File: config.mk
export PLATFORM = sky130hd
export DESIGN_NAME = pilot_polarity_seq
export DESIGN_NICKNAME = d
export VERILOG_FILES = /design/src/rtl/pps_pkg.sv /design/src/rtl/pps_seq_ring.sv /design/src/rtl/pps_ht_rotor.sv /design/src/rtl/pps_pilot_vec.sv /design/src/rtl/pilot_polarity_seq.sv
export SDC_FILE = /design/constraint.sdc
export NUM_CORES = 1
export LEC_CHECK = 0
export ABC_AREA = 0
export BUFFER_PORTS_ARGS = -buffer_cell sky130_fd_sc_hd__clkbuf_2
export CAP_MARGIN = 40
export CORE_ASPECT_RATIO = 1.25
export CORE_MARGIN = 5
export CORE_UTILIZATION = 30
export CTS_BUF_LIST = sky130_fd_sc_hd__clkbuf_8
export CTS_CLUSTER_DIAMETER = 80
export DETAILED_ROUTE_END_ITERATION = 7
export GPL_TIMING_DRIVEN = 0
export PLACE_DENSITY_LB_ADDON = 0.05
export RECOVER_POWER = 50
export SLEW_MARGIN = 20
export SYNTH_ARGS = -nofsm -noshare
export SYNTH_HDL_FRONTEND = slang
export SYNTH_SLANG_ARGS = --single-unit
File: constraint.sdc
create_clock -name clk -period 1.8 [get_ports clk]
set_clock_uncertainty 0.2 [all_clocks]
set_input_delay 0.36 -clock clk [delete_from_list [all_inputs] [get_ports clk]]
set_output_delay 0.36 -clock clk [all_outputs]
set_load 0.02 [all_outputs]
File: src/rtl/pps_pkg.sv
package pps_pkg;

  localparam int SEQ_LEN    = 127;
  localparam int GEN_W      = 7;
  localparam int TAP_HI     = 7;
  localparam int TAP_LO     = 4;
  localparam int NUM_PILOTS = 4;
  localparam int SEL_W      = $clog2(NUM_PILOTS);

  localparam logic [NUM_PILOTS-1:0] PAT_INIT = 4'b1000;

  // pattern bit feeding each vector bit: v0(+7)<-2, v1(+21)<-3, v2(-21)<-0, v3(-7)<-1
  localparam logic [NUM_PILOTS*SEL_W-1:0] PAT_SEL = {2'd1, 2'd0, 2'd3, 2'd2};

  // legacy tones that carry the inverted sequence bit (+21 only)
  localparam logic [NUM_PILOTS-1:0] LEGACY_FLIP = 4'b0010;

  typedef enum logic {MODE_LEGACY = 1'b0, MODE_HT = 1'b1} mode_e;

  // polarity sequence: output of a 7-stage generator x^7 + x^4 + 1 seeded all ones
  function automatic logic [SEQ_LEN-1:0] gen_seq();
    logic [GEN_W-1:0]   st;
    logic               fb;
    logic [SEQ_LEN-1:0] res;
    st  = '1;
    res = '0;
    for (int k = 0; k < SEQ_LEN; k++) begin
      fb     = st[TAP_HI-1] ^ st[TAP_LO-1];
      res[k] = fb;
      st     = {st[GEN_W-2:0], fb};
    end
    return res;
  endfunction

  localparam logic [SEQ_LEN-1:0] SEQ_INIT = gen_seq();

endpackage

File: src/rtl/pps_seq_ring.sv
module pps_seq_ring #(
  parameter int                 LEN  = pps_pkg::SEQ_LEN,
  parameter logic [LEN-1:0]     INIT = pps_pkg::SEQ_INIT
) (
  input  logic clk,
  input  logic rst_n,
  input  logic fwd_i,
  input  logic back_i,
  output logic cur_o,
  output logic prev_o
);

  localparam int ONES = $countones(INIT);

  logic [LEN-1:0] seq_q, seq_d;
  logic           seq_en;

  always_comb begin
    seq_en = fwd_i | back_i;
    if (fwd_i) seq_d = {seq_q[0], seq_q[LEN-1:1]};
    else       seq_d = {seq_q[LEN-2:0], seq_q[LEN-1]};
  end

  always_ff @(posedge clk or negedge rst_n) begin
    if (!rst_n)      seq_q <= INIT;
    else if (seq_en) seq_q <= seq_d;
  end

  assign cur_o  = seq_q[0];
  assign prev_o = seq_q[LEN-1];

  // rotation keeps the sequence content intact
  a_r2_weight_kept: assert property (@(posedge clk) disable iff (!rst_n)
    $countones(seq_q) == ONES);

  // controller never asks for both directions at once
  a_r9_no_dual_step: assert property (@(posedge clk) disable iff (!rst_n)
    !(fwd_i && back_i));

endmodule

File: src/rtl/pps_ht_rotor.sv
module pps_ht_rotor #(
  parameter int             W    = pps_pkg::NUM_PILOTS,
  parameter logic [W-1:0]   INIT = pps_pkg::PAT_INIT
) (
  input  logic         clk,
  input  logic         rst_n,
  input  logic         rot_i,
  output logic [W-1:0] pat_o
);

  logic [W-1:0] pat_q, pat_d;

  always_comb pat_d = {pat_q[0], pat_q[W-1:1]};

  always_ff @(posedge clk or negedge rst_n) begin
    if (!rst_n)     pat_q <= INIT;
    else if (rot_i) pat_q <= pat_d;
  end

  assign pat_o = pat_q;

  // the pattern keeps a single set bit
  a_r5_single_bit: assert property (@(posedge clk) disable iff (!rst_n)
    $countones(pat_q) == 1);

  // no movement without a rotate request
  a_r5_hold: assert property (@(posedge clk) disable iff (!rst_n)
    !rot_i |=> $stable(pat_q));

endmodule

File: src/rtl/pps_pilot_vec.sv
module pps_pilot_vec #(
  parameter int                       NP    = pps_pkg::NUM_PILOTS,
  parameter int                       SW    = pps_pkg::SEL_W,
  parameter logic [NP*SW-1:0]         SEL   = pps_pkg::PAT_SEL,
  parameter logic [NP-1:0]            FLIP  = pps_pkg::LEGACY_FLIP
) (
  input  logic          clk,
  input  logic          rst_n,
  input  logic          load_i,
  input  logic          shift_i,
  input  logic          p_i,
  input  logic          ht_i,
  input  logic [NP-1:0] pat_i,
  output logic [NP-1:0] vec_o
);

  logic [NP-1:0] fresh;
  logic [NP-1:0] vec_q, vec_d;
  logic          vec_en;

  for (genvar t = 0; t < NP; t++) begin : g_tone
    localparam logic [SW-1:0] PSEL = SEL[t*SW +: SW];
    assign fresh[t] = ht_i ? (pat_i[PSEL] ^ p_i) : (p_i ^ FLIP[t]);
  end

  always_comb begin
    vec_en = load_i | shift_i;
    if (load_i) vec_d = fresh;
    else        vec_d = {vec_q[0], vec_q[NP-1:1]};
  end

  always_ff @(posedge clk or negedge rst_n) begin
    if (!rst_n)      vec_q <= '0;
    else if (vec_en) vec_q <= vec_d;
  end

  assign vec_o = vec_q;

  // the controller resolves the advance/shift collision before this point
  a_r8_one_cmd: assert property (@(posedge clk) disable iff (!rst_n)
    !(load_i && shift_i));

endmodule

File: src/rtl/pilot_polarity_seq.sv
module pilot_polarity_seq
  import pps_pkg::*;
#(
  parameter int NP = pps_pkg::NUM_PILOTS
) (
  input  logic          clk,
  input  logic          rst_n,
  input  logic          sym_adv_i,
  input  logic          pilot_shift_i,
  input  logic          ht_enter_i,
  output logic [NP-1:0] pol_vec_o,
  output logic          pol_bit_o
);

  mode_e         mode_q, mode_d;
  logic          mode_en;
  logic          is_ht;
  logic          adv, shift, enter;
  logic          cur_bit, prev_bit;
  logic [NP-1:0] pat;

  assign is_ht = (mode_q == MODE_HT);

  // command arbitration: symbol advance wins over both other strobes
  always_comb begin
    adv     = sym_adv_i;
    shift   = pilot_shift_i & ~sym_adv_i;
    enter   = ht_enter_i & ~sym_adv_i & ~is_ht;
    mode_en = enter;
    mode_d  = MODE_HT;
  end

  always_ff @(posedge clk or negedge rst_n) begin
    if (!rst_n)       mode_q <= MODE_LEGACY;
    else if (mode_en) mode_q <= mode_d;
  end

  pps_seq_ring #(.LEN(SEQ_LEN), .INIT(SEQ_INIT)) u_ring (
    .clk    (clk),
    .rst_n  (rst_n),
    .fwd_i  (adv),
    .back_i (enter),
    .cur_o  (cur_bit),
    .prev_o (prev_bit)
  );

  pps_ht_rotor #(.W(NP), .INIT(PAT_INIT)) u_rotor (
    .clk   (clk),
    .rst_n (rst_n),
    .rot_i (adv & is_ht),
    .pat_o (pat)
  );

  pps_pilot_vec #(.NP(NP), .SW(SEL_W), .SEL(PAT_SEL), .FLIP(LEGACY_FLIP)) u_vec (
    .clk     (clk),
    .rst_n   (rst_n),
    .load_i  (adv),
    .shift_i (shift),
    .p_i     (cur_bit),
    .ht_i    (is_ht),
    .pat_i   (pat),
    .vec_o   (pol_vec_o)
  );

  assign pol_bit_o = pol_vec_o[0];

  // legacy vectors have three equal tones and an inverted +21 tone
  a_r3_legacy_shape: assert property (@(posedge clk) disable iff (!rst_n)
    (sym_adv_i && !is_ht) |=> (pol_vec_o[3] == pol_vec_o[2]) &&
                              (pol_vec_o[2] == pol_vec_o[0]) &&
                              (pol_vec_o[1] != pol_vec_o[0]));

  // a lone pilot strobe rotates the vector right
  a_r7_rotate: assert property (@(posedge clk) disable iff (!rst_n)
    (pilot_shift_i && !sym_adv_i) |=>
      pol_vec_o == {$past(pol_vec_o[0]), $past(pol_vec_o[NP-1:1])});

  // HT mode is sticky
  a_r6_sticky: assert property (@(posedge clk) disable iff (!rst_n)
    is_ht |=> is_ht);

  // HT entry steps the sequence back by one position
  a_r6_step_back: assert property (@(posedge clk) disable iff (!rst_n)
    enter |=> cur_bit == $past(prev_bit));

  // an advance in the same cycle blocks the mode switch
  a_r9_adv_blocks_entry: assert property (@(posedge clk) disable iff (!rst_n)
    (sym_adv_i && !is_ht) |=> !is_ht);

  // outputs hold without a strobe
  a_r10_hold: assert property (@(posedge clk) disable iff (!rst_n)
    (!sym_adv_i && !pilot_shift_i) |=> $stable(pol_vec_o));

endmodule

==> summary.txt <==
STA
  – Hold Fails Final Rpt: 0
  – Final max-slew violation count: 0
  – Setup TNS: 0 ns
  – Fin crit share: 0.947
  – Worst Max-Slew Pin Slew: 0.545 ns
  – Maximum clock rate: 0.587 GHz
  – Max transition margin: 0.637
  – Period minus WS final: 1.70 ns
  – Number of setup violations in the final report: 0
  – Worst hold slack: 0.139 ns
  – Final worst slack: 0.0959 ns
  – RSZ-0062 raised after global routing: no

Yosys
  – Register bit count reported by yosys: 136
  – Average cell area after synthesis: 12.4 um^2
  – Mapped Area: 7800 um^2
  – Post-Syn Instances: 631
  – Synth Warn #: 0
  – Synth cell types: 23
  – Total nets after synthesis: 636
  – Seq/Total Area, Yosys: 0.447

GRT
  – Initial antenna violation count: 0
  – GR Overflow Total: 0
  – Vias in the first global route: 5886
  – Largest net degree at the start of global routing: 77
  – First-pass GRT wire length: 32.1 mm
  – GRT Total Usage: 0.134

Power
  – P per Cell Area: 733 nW/um^2
  – Peak VDD IR: 0.368 mV
  – Tot Pwr: 6.41 mW
  – Leak pwr: 3.84 nW

Finish
  – Final-stage net count: 665
  – Area Growth Syn to Fin: 12.1%
  – FILL cells: 2555
  – Share of post-route cells with drive strength above 1: 0.260
  – Diode count: 0
  – Final core occ: 0.338
  – Non-filler cells, final: 1013
  – Final Cell Area: 8740 um^2

Place
  – Area after DPL: 8300 um^2
  – Total placed cells including tap cells: 980
  – Hpwl dp: 12.0 mm
  – RD Place Congestion: 0.732
  – Place WS: -0.0663 ns
  – # port buffers: 8

Floorplan
  – Core Region: 25800 um^2
  – Die Area: 29300 um^2
  – Initial Utilization: 0.302
  – Cell Rows: 66
  – I/O pin cnt: 10
  – Die width: 154 um
  – Die extent in y: 190 um

Status
  – Status: completed

CTS
  – Clock sink count: 136
  – CTS tree: built
  – Postcts setup bufs: 0
  – H-Tree Level Count: 4
  – Clk root buf: clkbuf_8
  – CTS Buffer Depth: 2
  – Clock slew at reported path FFs: 0.09 ns
  – CTS Buf Count: 17
  – Clock latency on the worst-skew pair: 0.45 ns

Critical path
  – Critical Path Source Type: flop
  – CP Capture Type: flop
  – CP required: 1.92 ns
  – WP data arrival: 1.83 ns
  – Critical path fanouts, max: 10
  – Worst Path Class, Setup: flop to flop

Drt
  – Starting DRT DRC Count: 216
  – Vias post-DR: 5517
  – DRC viols: 0
  – Vias per Instance: 5.45
  – Final wirelength: 19.3 mm
  – Final ANT Viol Nets: 0
  – Average routed wire per standard cell: 19.0 um
  – 1st-pass router iterations: 5

Min path
  – Worst Hold Class: primary input to flop

Job
  – Number of max-cap violations: 0
-- registers in the layout, summed over array words and instances, names as in the netlist --
name and count:
u_ring.seq_q 127, u_vec.vec_o 4, is_ht 1, u_rotor.pat_o 4
-- placed cells by master (no fill, tap or decap), types with 5 or more instances in the layout --
cell type | synthesis | final
a221o_1 | 125 | 125
and4bb_1 | 112 | 112
buf_2 | 43 | 43
buf_4 | 6 | 5
buf_6 | 11 | 11
clkbuf_1 | 27 | 23
clkbuf_2 | 0 | 12
clkbuf_8 | 0 | 21
dfrtp_1 | 71 | 71
dfstp_2 | 65 | 65
mux2_2 | 5 | 5
nand2_1 | 5 | 5
nor2b_1 | 128 | 128
nor4bb_1 | 13 | 13
-- metal layers --
layer	GRT usage	wire, um	share of wire	up-vias
met5	0	0	0	-
met4	0.0367	239	0.012	0
met3	0.0259	356	0.018	16
met2	0.232	9730	0.51	48
met1	0.171	8940	0.46	2885
li1	-	-	-	2568
-- cell type report --
cell class | count | area, um^2 | area share
multi-input cells | 406 | 3820 | 0.437
plain buffers | 87 | 488 | 0.0558
clock inverters | 12 | 151 | 0.0173
clock buffers | 20 | 275 | 0.0315
repair buffers | 10 | 86.3 | 0.00988
inverters | 2 | 7.51 | 0.000859
well taps | 340 | 425 | 0.0487
flip-flops and latches | 136 | 3480 | 0.399
-- logic make-up (layout without fill, tap and decap cells) --
logic type             count (synthesis)  count (layout)  synth area share
DFF                                  136             136             0.447
and+or+nand+nor                      266             266             0.311
AOI/OAI and AO/OA                    132             132             0.168
muxes                                  8               8            0.0111
buffers and inverters                 89             131            0.0632
-- worst paths after layout --
check,start,end,slack (ns),cells after the start
max in group asynchronous,rst_n,u_ring.seq_q[4],0.32,3
min in group asynchronous,rst_n,u_ring.seq_q[81],0.27,2
worst min register to register,u_ring.seq_q[57],u_ring.seq_q[56],0.33,1
worst max-delay path,is_ht,u_ring.seq_q[68],0.1,5
worst max register to register,is_ht,u_ring.seq_q[68],0.1,5
worst min-delay path,pilot_shift_i,u_vec.vec_o[0],0.14,3
-- cell usage after synthesis --
cell type  count  area, um^2
nand2_1        5        18.8
a221oi_1       3        26.3
buf_6         11         124
o221ai_1       1        8.76
dfrtp_1       71        1780
nor4bb_1      13         130
a21o_1         1        7.51
dfstp_2       65        1710
and4bb_1     112        1400
nor2b_1      128         801
a221o_1      125        1250
nand2b_1       2        12.5
nand4bb_1      3        33.8
inv_2          1        3.75
o311ai_1       1        8.76
inv_1          1        3.75
o221a_2        1        11.3
and4_1         3        26.3
mux2i_1        3        30.0
buf_4          6        45.0
clkbuf_1      27         101
mux2_2         5        56.3
buf_2         43         215
-- worst max-delay path: stages (launching register included) --
cell	delay, ns
dfrtp_1	0.41
nand2b_1	0.14
buf_2	0.20
buf_6	0.18
buf_6	0.15
a221o_1	0.30
-- report_power, final --
part / total [mW] / leakage (nW) / switching, mW / internal (mW)
Clock: 2.79 / 0.214 / 1.31 / 1.48
Combinational: 0.466 / 1.98 / 0.298 / 0.168
Sequential: 3.15 / 1.65 / 0.0340 / 3.12
-- what timing repair did --
| action | 4_1_cts | 5_1_grt |
|---|---|---|
| setup endpoints to repair | 0 | 19 |
| hold buffers | 1 | 0 |
| resized for setup | 0 | 8 |
| endpoints found under the hold margin | 32 | 0 |
No activity file was read; power rests on OpenSTA's default activity.
